File: src/rtl/slot_dir_pkg.sv
package slot_dir_pkg;

  localparam logic [2:0] OP_LOOKUP = 3'd0;
  localparam logic [2:0] OP_ALLOC  = 3'd1;
  localparam logic [2:0] OP_CLEAR  = 3'd2;
  localparam logic [2:0] OP_NEXT   = 3'd3;
  localparam logic [2:0] OP_ASSIGN = 3'd4;

  localparam logic [2:0] ST_OK       = 3'd0;
  localparam logic [2:0] ST_FULL     = 3'd1;
  localparam logic [2:0] ST_FAILED   = 3'd3;
  localparam logic [2:0] ST_NOTFOUND = 3'd5;

  typedef enum logic [2:0] {
    S_INIT  = 3'd0,
    S_IDLE  = 3'd1,
    S_SCAN  = 3'd2,
    S_WRITE = 3'd3,
    S_RESP  = 3'd4
  } dir_state_e;

endpackage

File: src/rtl/slot_dir_rst_sync.sv
module slot_dir_rst_sync (
  input  logic clk,
  input  logic rst_n,
  output logic rst_n_sync
);

  logic [1:0] sync_q;

  always_ff @(posedge clk or negedge rst_n) begin
    if (!rst_n) begin
      sync_q <= 2'b00;
    end else begin
      sync_q <= {sync_q[0], 1'b1};
    end
  end

  assign rst_n_sync = sync_q[1];

endmodule

File: src/rtl/slot_dir_ram.sv
module slot_dir_ram #(
  parameter int DEPTH = 16,
  parameter int W     = 64,
  localparam int AW   = (DEPTH > 1) ? $clog2(DEPTH) : 1
) (
  input  logic          clk,
  input  logic          we,
  input  logic [AW-1:0] waddr,
  input  logic [W-1:0]  wdata,
  input  logic [AW-1:0] raddr,
  output logic [W-1:0]  rdata
);

  logic [W-1:0] mem [DEPTH];

  always_ff @(posedge clk) begin
    if (we) begin
      mem[waddr] <= wdata;
    end
  end

  assign rdata = mem[raddr];

endmodule

File: src/rtl/slot_dir_ctrl.sv
module slot_dir_ctrl
  import slot_dir_pkg::*;
#(
  parameter int LAST  = 16,
  parameter int FIRST = 3,
  parameter int ID_W  = 64,
  parameter int PW    = 5,
  parameter int AW    = 4
) (
  input  logic            clk,
  input  logic            rst_n,
  input  logic            req_valid,
  input  logic [2:0]      req_op,
  input  logic            req_first,
  input  logic [PW-1:0]   req_idx,
  input  logic [ID_W-1:0] req_id,
  output logic            busy,
  output logic            done,
  output logic [2:0]      rsp_status,
  output logic [PW-1:0]   rsp_idx,
  output logic [ID_W-1:0] rsp_id,
  output logic [PW-1:0]   rec_count,
  output logic            ram_we,
  output logic [AW-1:0]   ram_waddr,
  output logic [ID_W-1:0] ram_wdata,
  output logic [AW-1:0]   ram_raddr,
  input  logic [ID_W-1:0] ram_rdata
);

  localparam logic [PW-1:0]   LAST_P  = PW'(LAST);
  localparam logic [PW-1:0]   FIRST_P = PW'(FIRST);
  localparam logic [PW-1:0]   TOP_P   = PW'(LAST - 1);
  localparam logic [PW-1:0]   ONE_P   = PW'(1);
  localparam logic [ID_W-1:0] ID_ZERO = '0;
  localparam logic [ID_W-1:0] ID_ONES = '1;

  dir_state_e      state_q, state_d;
  logic [2:0]      op_q, op_d;
  logic [ID_W-1:0] id_q, id_d;
  logic [PW-1:0]   ptr_q, ptr_d;
  logic [PW-1:0]   seen_q, seen_d;
  logic [PW-1:0]   pos_q, pos_d;
  logic [PW-1:0]   cnt_q, cnt_d;
  logic [2:0]      st_q, st_d;
  logic [PW-1:0]   ridx_q, ridx_d;
  logic [ID_W-1:0] rid_q, rid_d;

  logic            at_end;
  logic            entry_used;
  logic [ID_W-1:0] entry;

  assign entry      = ram_rdata;
  assign at_end     = (ptr_q >= LAST_P);
  assign entry_used = (entry != ID_ZERO);

  always_comb begin
    state_d   = state_q;
    op_d      = op_q;
    id_d      = id_q;
    ptr_d     = ptr_q;
    seen_d    = seen_q;
    pos_d     = pos_q;
    cnt_d     = cnt_q;
    st_d      = st_q;
    ridx_d    = ridx_q;
    rid_d     = rid_q;
    ram_we    = 1'b0;
    ram_waddr = ptr_q[AW-1:0];
    ram_wdata = ID_ZERO;
    ram_raddr = ptr_q[AW-1:0];

    unique case (state_q)
      S_INIT: begin
        ram_we = 1'b1;
        ptr_d  = ptr_q + ONE_P;
        if (ptr_q == TOP_P) begin
          ptr_d   = '0;
          state_d = S_IDLE;
        end
      end

      S_IDLE: begin
        if (req_valid) begin
          op_d   = req_op;
          id_d   = req_id;
          ptr_d  = FIRST_P;
          seen_d = '0;
          ridx_d = '0;
          rid_d  = ID_ZERO;
          st_d   = ST_OK;
          case (req_op)
            OP_LOOKUP: begin
              if (req_id == ID_ZERO) begin
                st_d    = ST_NOTFOUND;
                state_d = S_RESP;
              end else begin
                state_d = S_SCAN;
              end
            end
            OP_ALLOC: state_d = S_SCAN;
            OP_CLEAR: begin
              if ((req_id == ID_ZERO) || (req_id == ID_ONES)) begin
                st_d    = ST_FAILED;
                state_d = S_RESP;
              end else begin
                state_d = S_SCAN;
              end
            end
            OP_NEXT: begin
              ptr_d = req_first ? FIRST_P : pos_q;
              if (cnt_q == '0) begin
                rid_d   = ID_ONES;
                pos_d   = FIRST_P;
                state_d = S_RESP;
              end else begin
                state_d = S_SCAN;
              end
            end
            OP_ASSIGN: begin
              if (req_idx >= LAST_P) begin
                st_d    = ST_FAILED;
                state_d = S_RESP;
              end else begin
                ptr_d   = req_idx;
                state_d = S_WRITE;
              end
            end
            default: begin
              st_d    = ST_FAILED;
              state_d = S_RESP;
            end
          endcase
        end
      end

      S_SCAN: begin
        case (op_q)
          OP_ALLOC: begin
            if (at_end) begin
              st_d    = ST_FULL;
              state_d = S_RESP;
            end else if (!entry_used) begin
              ridx_d  = ptr_q;
              state_d = S_RESP;
            end else begin
              ptr_d = ptr_q + ONE_P;
            end
          end
          OP_NEXT: begin
            if (at_end) begin
              rid_d   = ID_ONES;
              pos_d   = FIRST_P;
              state_d = S_RESP;
            end else if (entry_used) begin
              rid_d   = entry;
              ridx_d  = ptr_q;
              pos_d   = ptr_q + ONE_P;
              state_d = S_RESP;
            end else begin
              ptr_d = ptr_q + ONE_P;
            end
          end
          default: begin
            if (at_end || (seen_q >= cnt_q)) begin
              st_d    = ST_NOTFOUND;
              state_d = S_RESP;
            end else if (entry == id_q) begin
              ridx_d  = ptr_q;
              state_d = S_RESP;
              if (op_q == OP_CLEAR) begin
                ram_we = 1'b1;
                cnt_d  = cnt_q - ONE_P;
              end
            end else begin
              ptr_d = ptr_q + ONE_P;
              if (entry_used) begin
                seen_d = seen_q + ONE_P;
              end
            end
          end
        endcase
      end

      S_WRITE: begin
        ram_we    = 1'b1;
        ram_wdata = id_q;
        ridx_d    = ptr_q;
        if (!entry_used && (id_q != ID_ZERO)) begin
          cnt_d = cnt_q + ONE_P;
        end else if (entry_used && (id_q == ID_ZERO)) begin
          cnt_d = cnt_q - ONE_P;
        end
        state_d = S_RESP;
      end

      S_RESP: state_d = S_IDLE;

      default: state_d = S_IDLE;
    endcase
  end

  always_ff @(posedge clk or negedge rst_n) begin
    if (!rst_n) begin
      state_q <= S_INIT;
      op_q    <= OP_LOOKUP;
      id_q    <= '0;
      ptr_q   <= '0;
      seen_q  <= '0;
      pos_q   <= FIRST_P;
      cnt_q   <= '0;
      st_q    <= ST_OK;
      ridx_q  <= '0;
      rid_q   <= '0;
    end else begin
      state_q <= state_d;
      op_q    <= op_d;
      id_q    <= id_d;
      ptr_q   <= ptr_d;
      seen_q  <= seen_d;
      pos_q   <= pos_d;
      cnt_q   <= cnt_d;
      st_q    <= st_d;
      ridx_q  <= ridx_d;
      rid_q   <= rid_d;
    end
  end

  assign busy       = (state_q != S_IDLE);
  assign done       = (state_q == S_RESP);
  assign rsp_status = st_q;
  assign rsp_idx    = ridx_q;
  assign rsp_id     = rid_q;
  assign rec_count  = cnt_q;

endmodule

File: src/rtl/slot_dir.sv
module slot_dir #(
  parameter int STORE_BYTES = 1024,
  parameter int REC_BYTES   = 64,
  parameter int HDR_BYTES   = 24,
  parameter int ID_W        = 64,
  localparam int LAST_IDX   = STORE_BYTES / REC_BYTES,
  localparam int MAP_BYTES  = LAST_IDX * (ID_W / 8),
  localparam int FIRST_IDX  = (HDR_BYTES + MAP_BYTES + REC_BYTES - 1) / REC_BYTES,
  localparam int PW         = $clog2(LAST_IDX + 1),
  localparam int AW         = (LAST_IDX > 1) ? $clog2(LAST_IDX) : 1
) (
  input  logic            clk,
  input  logic            rst_n,
  input  logic            req_valid,
  input  logic [2:0]      req_op,
  input  logic            req_first,
  input  logic [PW-1:0]   req_idx,
  input  logic [ID_W-1:0] req_id,
  output logic            busy,
  output logic            done,
  output logic [2:0]      rsp_status,
  output logic [PW-1:0]   rsp_idx,
  output logic [ID_W-1:0] rsp_id,
  output logic [PW-1:0]   rec_count
);

  logic            rst_n_sync;
  logic            ram_we;
  logic [AW-1:0]   ram_waddr;
  logic [AW-1:0]   ram_raddr;
  logic [ID_W-1:0] ram_wdata;
  logic [ID_W-1:0] ram_rdata;

  slot_dir_rst_sync u_rst (
    .clk        (clk),
    .rst_n      (rst_n),
    .rst_n_sync (rst_n_sync)
  );

  slot_dir_ram #(
    .DEPTH (LAST_IDX),
    .W     (ID_W)
  ) u_ram (
    .clk   (clk),
    .we    (ram_we),
    .waddr (ram_waddr),
    .wdata (ram_wdata),
    .raddr (ram_raddr),
    .rdata (ram_rdata)
  );

  slot_dir_ctrl #(
    .LAST  (LAST_IDX),
    .FIRST (FIRST_IDX),
    .ID_W  (ID_W),
    .PW    (PW),
    .AW    (AW)
  ) u_ctrl (
    .clk        (clk),
    .rst_n      (rst_n_sync),
    .req_valid  (req_valid),
    .req_op     (req_op),
    .req_first  (req_first),
    .req_idx    (req_idx),
    .req_id     (req_id),
    .busy       (busy),
    .done       (done),
    .rsp_status (rsp_status),
    .rsp_idx    (rsp_idx),
    .rsp_id     (rsp_id),
    .rec_count  (rec_count),
    .ram_we     (ram_we),
    .ram_waddr  (ram_waddr),
    .ram_wdata  (ram_wdata),
    .ram_raddr  (ram_raddr),
    .ram_rdata  (ram_rdata)
  );

endmodule

File: config.mk
export PLATFORM = sky130hd
export DESIGN_NAME = slot_dir
export DESIGN_NICKNAME = d
export VERILOG_FILES = /design/src/rtl/slot_dir_pkg.sv /design/src/rtl/slot_dir_rst_sync.sv /design/src/rtl/slot_dir_ram.sv /design/src/rtl/slot_dir_ctrl.sv /design/src/rtl/slot_dir.sv
export SDC_FILE = /design/constraint.sdc
export NUM_CORES = 1
export LEC_CHECK = 0
export ABC_AREA = 1
export BUFFER_PORTS_ARGS = -buffer_cell sky130_fd_sc_hd__buf_2
export CORE_MARGIN = 5
export CORE_UTILIZATION = 30
export DETAILED_ROUTE_END_ITERATION = 7
export GPL_ROUTABILITY_DRIVEN = 0
export PLACE_DENSITY = 0.56
export SKIP_LAST_GASP = 1
export SYNTH_ARGS = -nofsm -noshare
export SYNTH_HDL_FRONTEND = slang
export SYNTH_SLANG_ARGS = --single-unit
File: constraint.sdc
create_clock -name clk -period 5.9 [get_ports clk]
set_clock_uncertainty 0.1 [all_clocks]
set_input_delay 1.475 -clock clk [delete_from_list [all_inputs] [get_ports clk]]
set_output_delay 1.475 -clock clk [all_outputs]
set_load 0.02 [all_outputs]
Word-level counts from Yosys, hierarchy flattened
Memory sizes are Yosys's and may differ from the RTL's. Cells that the tools add are included.

Memories kept: 1. Output and inout bits: 79. RAM bits: 1024. Input port bits: 76. Word-level logic and storage cells: 169. Memory bits (read-only): 0. Latch bits: 0. Register bits: 164.

Reductions and logical operators: 28. $lt $le $gt $ge: 3. Multiply operators: 0. Mux-type cells: 79. Equality and inequality tests: 43. Divide/modulo/power cells: 0. Bitwise gates (word level): 0. Shifts and indexed selects: 0. Add/subtract/negate cells: 4.

Memory list: u_ram.mem (depth 16, width 64, read ports 1, clocked after memory_dff 0, write ports 1, line slot_dir_ram.sv:14) `logic [W-1:0] mem [DEPTH];`.

Operators with widths (number): 2-to-1 mux 64 bit (7); 2-to-1 mux 5 bit (32); zero test 64 bit (2); one-hot mux 64 bit (2 select lines) (1); nonzero test 64 bit (2); equality test 64 bit (1); equality test 64 bit (second input constant) (1); one-hot mux 5 bit (2 select lines) (6); 2-to-1 mux 3 bit (16); one-hot mux 5 bit (3 select lines) (2); one-hot mux 3 bit (4 select lines) (2); equality test 3 x 2 -> 1 bit (second input constant) (6); one-hot mux 3 bit (2 select lines) (3); AND reduction 6 bit (3); AND reduction 8 bit (2); adder 5 x 1 -> 5 bit (second input constant) (3); one-hot mux 3 bit (5 select lines) (1); inequality test 2 x 1 -> 1 bit (second input constant) (6); inequality test 2 bit (second input constant) (6); inequality test 3 x 1 -> 1 bit (second input constant) (4); inequality test 3 bit (second input constant) (4); greater-or-equal comparator 5 bit (second input constant) (2); AND reduction 5 bit (2); equality test 3 x 1 -> 1 bit (second input constant) (3); other kinds (23) (40).

Logic depth before layout (Yosys ltp)
Gate-level depths: netlist of run 1.

Word-level depth: 8. Gate-level depth with buffers: 26.

Modules after synthesis
Synthesis of run 1 repeated with hierarchy kept, for this count alone.

Cells, all modules: 5613. Area, all modules: 54329.6 um^2.

By module, submodules not included: slot_dir_ram (area an instance 43977.2 um^2, times used 1, seq. area each 30749.5 um^2, cells each 4146); slot_dir_ctrl (area an instance 10298.6 um^2, times used 1, seq. area each 4056.4 um^2, cells each 1464); slot_dir_rst_sync (area an instance 53.8 um^2, times used 1, seq. area each 50.0 um^2, cells each 3).

Least setup slack after synthesis of run 1
No wires, ideal clock.

Kind: register -> register. From: register u_ctrl.ptr_q[1]. To: memory u_ram.mem[15][0] (enable). Data required time: 5.293 ns. Stages on the path, launching flop included: 19. Setup time: 0.507 ns. Buffers on the path: 3. Arrival: 5.150 ns. Clock period less this slack: 5.758 ns. Setup slack: 0.142 ns. Cell sequence: dfrtp_1 -> buf_2 -> inv_2 -> buf_2 -> clkbuf_1 -> nand3_1 -> nand2_1 -> nand2_1 -> nand2_1 -> nor2_1 -> nand2_1 -> nand2_1 -> nor2_1 -> nand2_1 -> nor2_1 -> nand2_1 -> nor2_1 -> nand4_1 -> a21oi_1.

Longest elaborated chain between the ends: 8.

RTL lines: start, declared (line slot_dir_ctrl.sv:40) `logic [PW-1:0] ptr_q, ptr_d;`; start signal, assigned (line slot_dir_ctrl.sv:218) `ptr_q <= ptr_d;`; memory read (16 x 64 bit); equality test 64 bit (line slot_dir_ctrl.sv:167) `end else if (entry == id_q) begin`; 2-to-1 mux 1 bit (line slot_dir_ctrl.sv:167); 2-to-1 mux 1 bit (line slot_dir_ctrl.sv:164) `if (at_end || (seen_q >= cnt_q)) begin`; 2-to-1 mux 1 bit (line slot_dir_ctrl.sv:137) `case (op_q)`; one-hot mux 1 bit (2 select lines) (line slot_dir_ctrl.sv:72) `unique case (state_q)`; 2-to-1 mux 1 bit (line slot_dir_ram.sv:17) `if (we) begin`; 2-to-1 mux 1 bit (not written as such) (line slot_dir_ram.sv:18) `mem[waddr] <= wdata;`; end, declared (line slot_dir_ram.sv:14).

Several ways; a longest one is shown, not always the timed one.

Worst setup path after layout of run 1
From: register u_ctrl.ptr_q[0]. To: memory u_ram.mem[14][4] (enable).

The elaborated chain is that of the path after synthesis.

==> results of run 1 <==
[critical path, stage by stage, from the launching register on]
cell and delay [ns]:
dfrtp_4 0.64, clkinv_8 0.28, buf_4 0.55, nand2_1 0.11, nand3_1 0.09, nand2_1 0.08
nand2_1 0.07, nand2_1 0.12, nor2_1 0.24, inv_1 0.17, nand2_1 0.09, nand2_1 0.07
nor2_1 0.09, nand2_1 0.06, nor2_1 0.22, nand2_1 0.16, nor2_1 0.19, nand4_1 0.18
nand2_1 0.20, nand2_1 0.25, nor2_4 0.20, buf_4 0.47
[cells in the final DEF (no fill, tap or decap), types with 14 or more instances in the layout]
cell type / n
buf_12: 36
clkbuf_16: 122
clkinv_1: 16
o21ai_1: 86
dfrtp_1: 159
a21oi_1: 37
edfxtp_1: 1024
nand2_1: 2138
buf_2: 154
nand3_1: 161
clkinv_2: 19
buf_4: 77
nor2_1: 554
nand4_1: 38
ha_1: 14
o21ai_2: 22
o21ai_0: 303
inv_1: 490
nor2_4: 19
nor4_1: 28
nor2_2: 42
clkbuf_1: 33
[final timing paths]
path,endpoint,cells after the start,slack (ns)
setup / recovery,u_ram.mem[14][4],21,0.77
hold / removal,u_rst.sync_q[1],0,0.26
setup reg to reg,u_ram.mem[14][4],21,0.77
hold reg to reg,u_rst.sync_q[1],0,0.26
max in group asynchronous,u_ctrl.id_q[18],1,4.12
min in group asynchronous,u_ctrl.seen_q[3],0,0.27
[flip-flops by register name (all words and copies together) (netlist names)]
register	cells
u_rst.sync_q	2
u_ctrl.id_q	64
u_ctrl.rsp_idx	5
u_ctrl.op_q	3
u_ctrl.state_q	3
u_ctrl.rsp_status	3
u_ctrl.rec_count	5
u_ctrl.rsp_id	64
u_ctrl.pos_q	5
u_ctrl.seen_q	5
u_ram.mem	1024
u_ctrl.ptr_q	5
[per-stage QoR]
step	setup WS, ns	std cells	utilization	hold slack (ns)	total power (W)
final	0.771	8000	0.347	0.263	0.0310
after detailed placement	0.851	7774	0.324	0.252	0.0233
after global routing	0.494	8000	0.347	0.285	0.0327
after CTS	0.805	7999	0.347	0.268	0.0310
after global placement	0.847	7774	0.324	0.243	0.0233
after floorplan	0.142	5431	-	0.231	0.0189
[power breakdown]
group          switching (W)  internal (W)
combinational        0.00885       0.00306
clock                0.00329       0.00446
sequential          0.000679        0.0106
total                 0.0128        0.0182
[routing by layer]
layer	routed length, um	vias up	GRT usage
met5	13	-	0
met4	6610	2	0.0681
met3	11200	253	0.0251
met2	75400	1412	0.279
met1	70700	18400	0.235
li1	-	17900	-
[logic make-up (layout without fill, tap and decap cells)]
logic type	Yosys count	count (layout)	synth area share
XOR/XNOR	13	13	0.00217
AND/OR/NAND/NOR	3007	3007	0.223
adder cells (fa/ha/maj)	14	14	0.00333
buffers and inverters	745	988	0.0611
flip-flops	1188	1188	0.663
other	1	2	0.0000714
AO/OA/AOI/OAI	463	463	0.0464
[layout make-up]
cell class	count	area [um2]	area share
Clock buffer	167	3320	0.0550
Clock inverter	58	647	0.0107
Tap cell	2325	2910	0.0481
Inverter	496	1880	0.0312
Timing Repair Buffer	267	2070	0.0342
Multi-Input combinational cell	3498	14700	0.244
Antenna cell	1	2.50	0.0000414
Sequential cell	1188	34900	0.577
==> impl_metrics.tcl, run 1 <==
set metrics [dict create \
    numCtsBuffers 118 \
    wire_per_inst_um 20.5 \
    dp_hpwl_um 104000 \
    holdBufCountCts 0 \
    start_util 0.302 \
    post_cts_buffers 0 \
    synth.area.top_cells "edfxtp_1, nand2_1, dfrtp_1" \
    hp-class "reg2reg" \
    worstPathRequired_ns 6.17 \
    dieArea_um2 184000 \
    syn-num-nets 5521 \
    synth_top_area_share 0.585 \
    finalMaxSlewViolations 0 \
    antenna_found_initial 6 \
    num_rows 153 \
    grt_pass1_vias 36500 \
    worstHoldStart "u_rst.sync_q[0]" \
    wirelength_um 164000 \
    fmax_mhz 195 \
    viasPerCell 4.75 \
    vias 38000 \
    die_w_um 428 \
    core_area_um2 174000 \
    synth_flop_cell "edfxtp_1" \
    synth_common_cells "nand2_1, edfxtp_1, nor2_1" \
    synthArstFlopShare 0.138 \
    insertion_delay_ns 0.75 \
    run_status "complete, no violations" \
    finalHoldViolations 0 \
    start_kind "register" \
    crit_start "u_ctrl.ptr_q[0]" \
    cts_root_buf "clkbuf_16" \
    ys_ff_latch 1188 \
    cts.clk_slew.worst_paths_ns 0.06 \
    drc 0 \
    syn2layout_area_growth_pct 15.0 \
    tightest_slew_ns 1.37 \
    drt_iter0_drc 3885 \
    peakVddDrop_mv 0.636 \
    postSynthCellCount 5431 \
    postRouteAntennaNets 0 \
    crit_path_end_kind "register" \
    path_max_fanout 50 \
    firstDrtPassIters 5 \
    fin_area_um2 60400 \
    post_cts_resize_count 0 \
    synth_edf_count 1024 \
    cap_violations 0 \
    fp.dieH_um 428 \
    synth_area_leader_cell "edfxtp_1" \
    drive_gt1_frac 0.0976 \
    grt_pass1_wl_um 243000 \
    syn_area_per_cell_um2 9.67 \
    clock_path_buffers 3 \
    cts_max_level 3 \
    nets 5659 \
    ys_types 41 \
    setup_viol 0 \
    nFillCells 17400 \
    port-buffer-count 154 \
    seq_area_frac_synth 0.663 \
    period_needed_ns 5.13 \
    cts_tree "built" \
    cp.arrival_ns 5.40 \
    period_share 0.869 \
    yosysWarnings 0 \
    yosysMostFrequentCell "nand2_1" \
    cts_sinks 1188 \
    ios 155 \
    tns_ns 0 \
    p_leak_nw 25.0 \
    grt_max_degree 163 \
    relSlewSlack 0.0858 \
    dpl_cell_area_um2 56500 \
    powerDensity_nw_per_um2 513 \
    gr-total-overflow 0 \
    synth_area_um2 52500 \
    worstSetupPathType "reg2reg" \
    rsz0062_at_grt "false" \
    grt.total_usage 0.173 \
    r2r_start "u_ctrl.ptr_q[0]" \
]
Power figures use the tool's default switching activity.
==> run 2: changes to the inputs <==
==> constraint.sdc (replaced) <==
create_clock -name clk -period 6 [get_ports clk]
set_clock_uncertainty 0.1 [all_clocks]
set_input_delay 1.5 -clock clk [delete_from_list [all_inputs] [get_ports clk]]
set_output_delay 1.5 -clock clk [all_outputs]
set_load 0.005 [all_outputs]
==> run 2 against run 1 <==
Against the previous run:
- first-iteration DRC count rose by 5.8%
- combinational power is 3% lower
- maximum frequency fell by 3.3%
- register-to-register slack worse by 0.07 ns
- cell area shrank 0.14%
- via count rose by 0.22%
- die area unchanged
- critical path depth fell by 1
- non-clock buffer count rose by 12
==> impl_metrics.tcl, run 2 (synthesis results as in run 1) <==
set metrics [dict create \
    post_cts_buffers 0 \
    dp.cells 7786 \
    cts_tree "built" \
    period_share 0.884 \
    num_rows 153 \
    hp-class "reg2reg" \
    wire_per_inst_um 20.4 \
    worstHoldStart "u_rst.sync_q[0]" \
    insertion_delay_ns 0.75 \
    max_stage_delay_ns 0.52 \
    holdBufCountCts 0 \
    start_util 0.302 \
    crit_path_end_kind "register" \
    rsz0062_at_grt "false" \
    fmax_mhz 189 \
    layout_commonest_cell "nand2_1" \
    setup_viol 0 \
    numCtsBuffers 117 \
    antenna_found_initial 1 \
    finalHoldViolations 0 \
    ios 155 \
    tightest_slew_ns 1.21 \
    min_to "u_rst.sync_q[1]" \
    peakVddDrop_mv 0.321 \
    top_register "u_ram.mem" \
    dp_hpwl_um 105000 \
    vias 38100 \
    grt_max_degree 105 \
    relSlewSlack 0.184 \
    grt_pass1_wl_um 242000 \
    postRouteAntennaNets 0 \
    nets 5670 \
    drt_iter0_drc 4112 \
    min_path_cells 0 \
    cp_common_cell "nand2_1" \
    gr-total-overflow 0 \
    slowest_stage "clkinv_2" \
    run_status "complete, no violations" \
    cap_violations 0 \
    drc 0 \
    wirelength_um 163000 \
    core_area_um2 174000 \
    tns_ns 0 \
    cts.clk_slew.worst_paths_ns 0.06 \
    post_cts_resize_count 0 \
    r2r_cells 20 \
    cts_root_buf "clkbuf_16" \
    cp_cell_sequence "inv_1 -> nand2_1 -> clkinv_2 -> buf_12 -> nand2_1 -> nand2_1 -> nor2_1 -> inv_1 -> nand2_1 -> nand2_1 -> nor2_1 -> nand2_1 -> nor2_1 -> nand2_1 -> nor2_1 -> nand4_1 -> nand2_1 -> nand2_1 -> nor2_4 -> buf_12" \
    r2r_start "u_ctrl.ptr_q[2]" \
    p_leak_nw 25.0 \
    viasPerCell 4.75 \
    grt_pass1_vias 36200 \
    worstSetupPathType "reg2reg" \
    cts_sinks 1188 \
    drive_gt1_frac 0.0996 \
    port-buffer-count 154 \
    worstPathRequired_ns 6.30 \
    regToRegSetupSlack_ns 0.70 \
    cp.arrival_ns 5.60 \
    syn2layout_area_growth_pct 14.9 \
    clock_path_buffers 3 \
    cts_max_level 3 \
    die_w_um 428 \
    period_needed_ns 5.30 \
    start_kind "register" \
    largest_register_ffs 1024 \
    path_max_fanout 41 \
    grt.total_usage 0.172 \
    finalMaxSlewViolations 0 \
    worstReg2RegEnd "u_ram.mem[8][35]" \
    fp.dieH_um 428 \
    powerDensity_nw_per_um2 496 \
    nFillCells 17600 \
    dieArea_um2 184000 \
    final_cell_mix "nand2_1, edfxtp_1, nor2_1" \
    layout.cells.non_filler 8009 \
    firstDrtPassIters 6 \
]
[run 2: changes by cell type in the layout (fill, tap and decap cells not counted), moves of 3 or more]
cell / change
nor2_1: +8
bufinv_16: -5
clkbuf_1: -9
clkinv_4: -3
clkinvlp_4: +4
buf_4: +14
nor2_2: -8
clkinv_2: +11
clkbuf_8: +7
[run 2: worst max-delay path by stage]
stage          cells past startpoint               end            start
3_3_place_gp                      20  u_ram.mem[8][22]  u_ctrl.ptr_q[2]
6_report                          20  u_ram.mem[8][35]  u_ctrl.ptr_q[2]
5_1_grt                           20  u_ram.mem[8][35]  u_ctrl.ptr_q[2]
4_1_cts                           20  u_ram.mem[8][35]  u_ctrl.ptr_q[2]
3_5_place_dp                      20  u_ram.mem[8][13]  u_ctrl.ptr_q[2]
2_1_floorplan                     18  u_ram.mem[15][0]  u_ctrl.ptr_q[1]
[run 2: routing by layer]
metal,global-route usage,share of wire
met5,0,0
met4,0.0631,0.036
met3,0.0256,0.070
met2,0.278,0.46
met1,0.236,0.43
[run 2: final cells by class]
class,instances,area (um2),area share
antenna,1,2.50,0.0000415
clock buffer,161,3320,0.0550
sequential,1188,34900,0.578
multi-input combinational,3498,14700,0.244
tap,2325,2910,0.0482
clock inverter,61,519,0.00860
inverter,496,1880,0.0312
timing repair buffer,279,2130,0.0354
[run 2: worst max-delay path, delay by kind of cell, from the launching register on]
family	cells	cell delay, ns
buf+inv	5	1.50
flops	1	0.50
simple gates	15	2.79
[run 2: report_power, final]
part,total [W],internal (W),switching (W)
Sequential,0.0111,0.0105,0.000616
Clock,0.00736,0.00417,0.00319
Combinational,0.0115,0.00305,0.00846
[run 2: stage by stage]
step / worst slack, ns / hold WS (ns) / area [um2] / power [W] / utilization
CTS: 0.726 / 0.257 / 60300 / 0.0300 / 0.347
detailed placement: 0.748 / 0.239 / 56500 / 0.0227 / 0.325
floorplan: 0.242 / 0.231 / 52500 / 0.0183 / -
global placement: 0.847 / 0.242 / 56500 / 0.0226 / 0.325
finish: 0.698 / 0.257 / 60300 / 0.0299 / 0.347
global route: 0.395 / 0.268 / 60300 / 0.0317 / 0.347
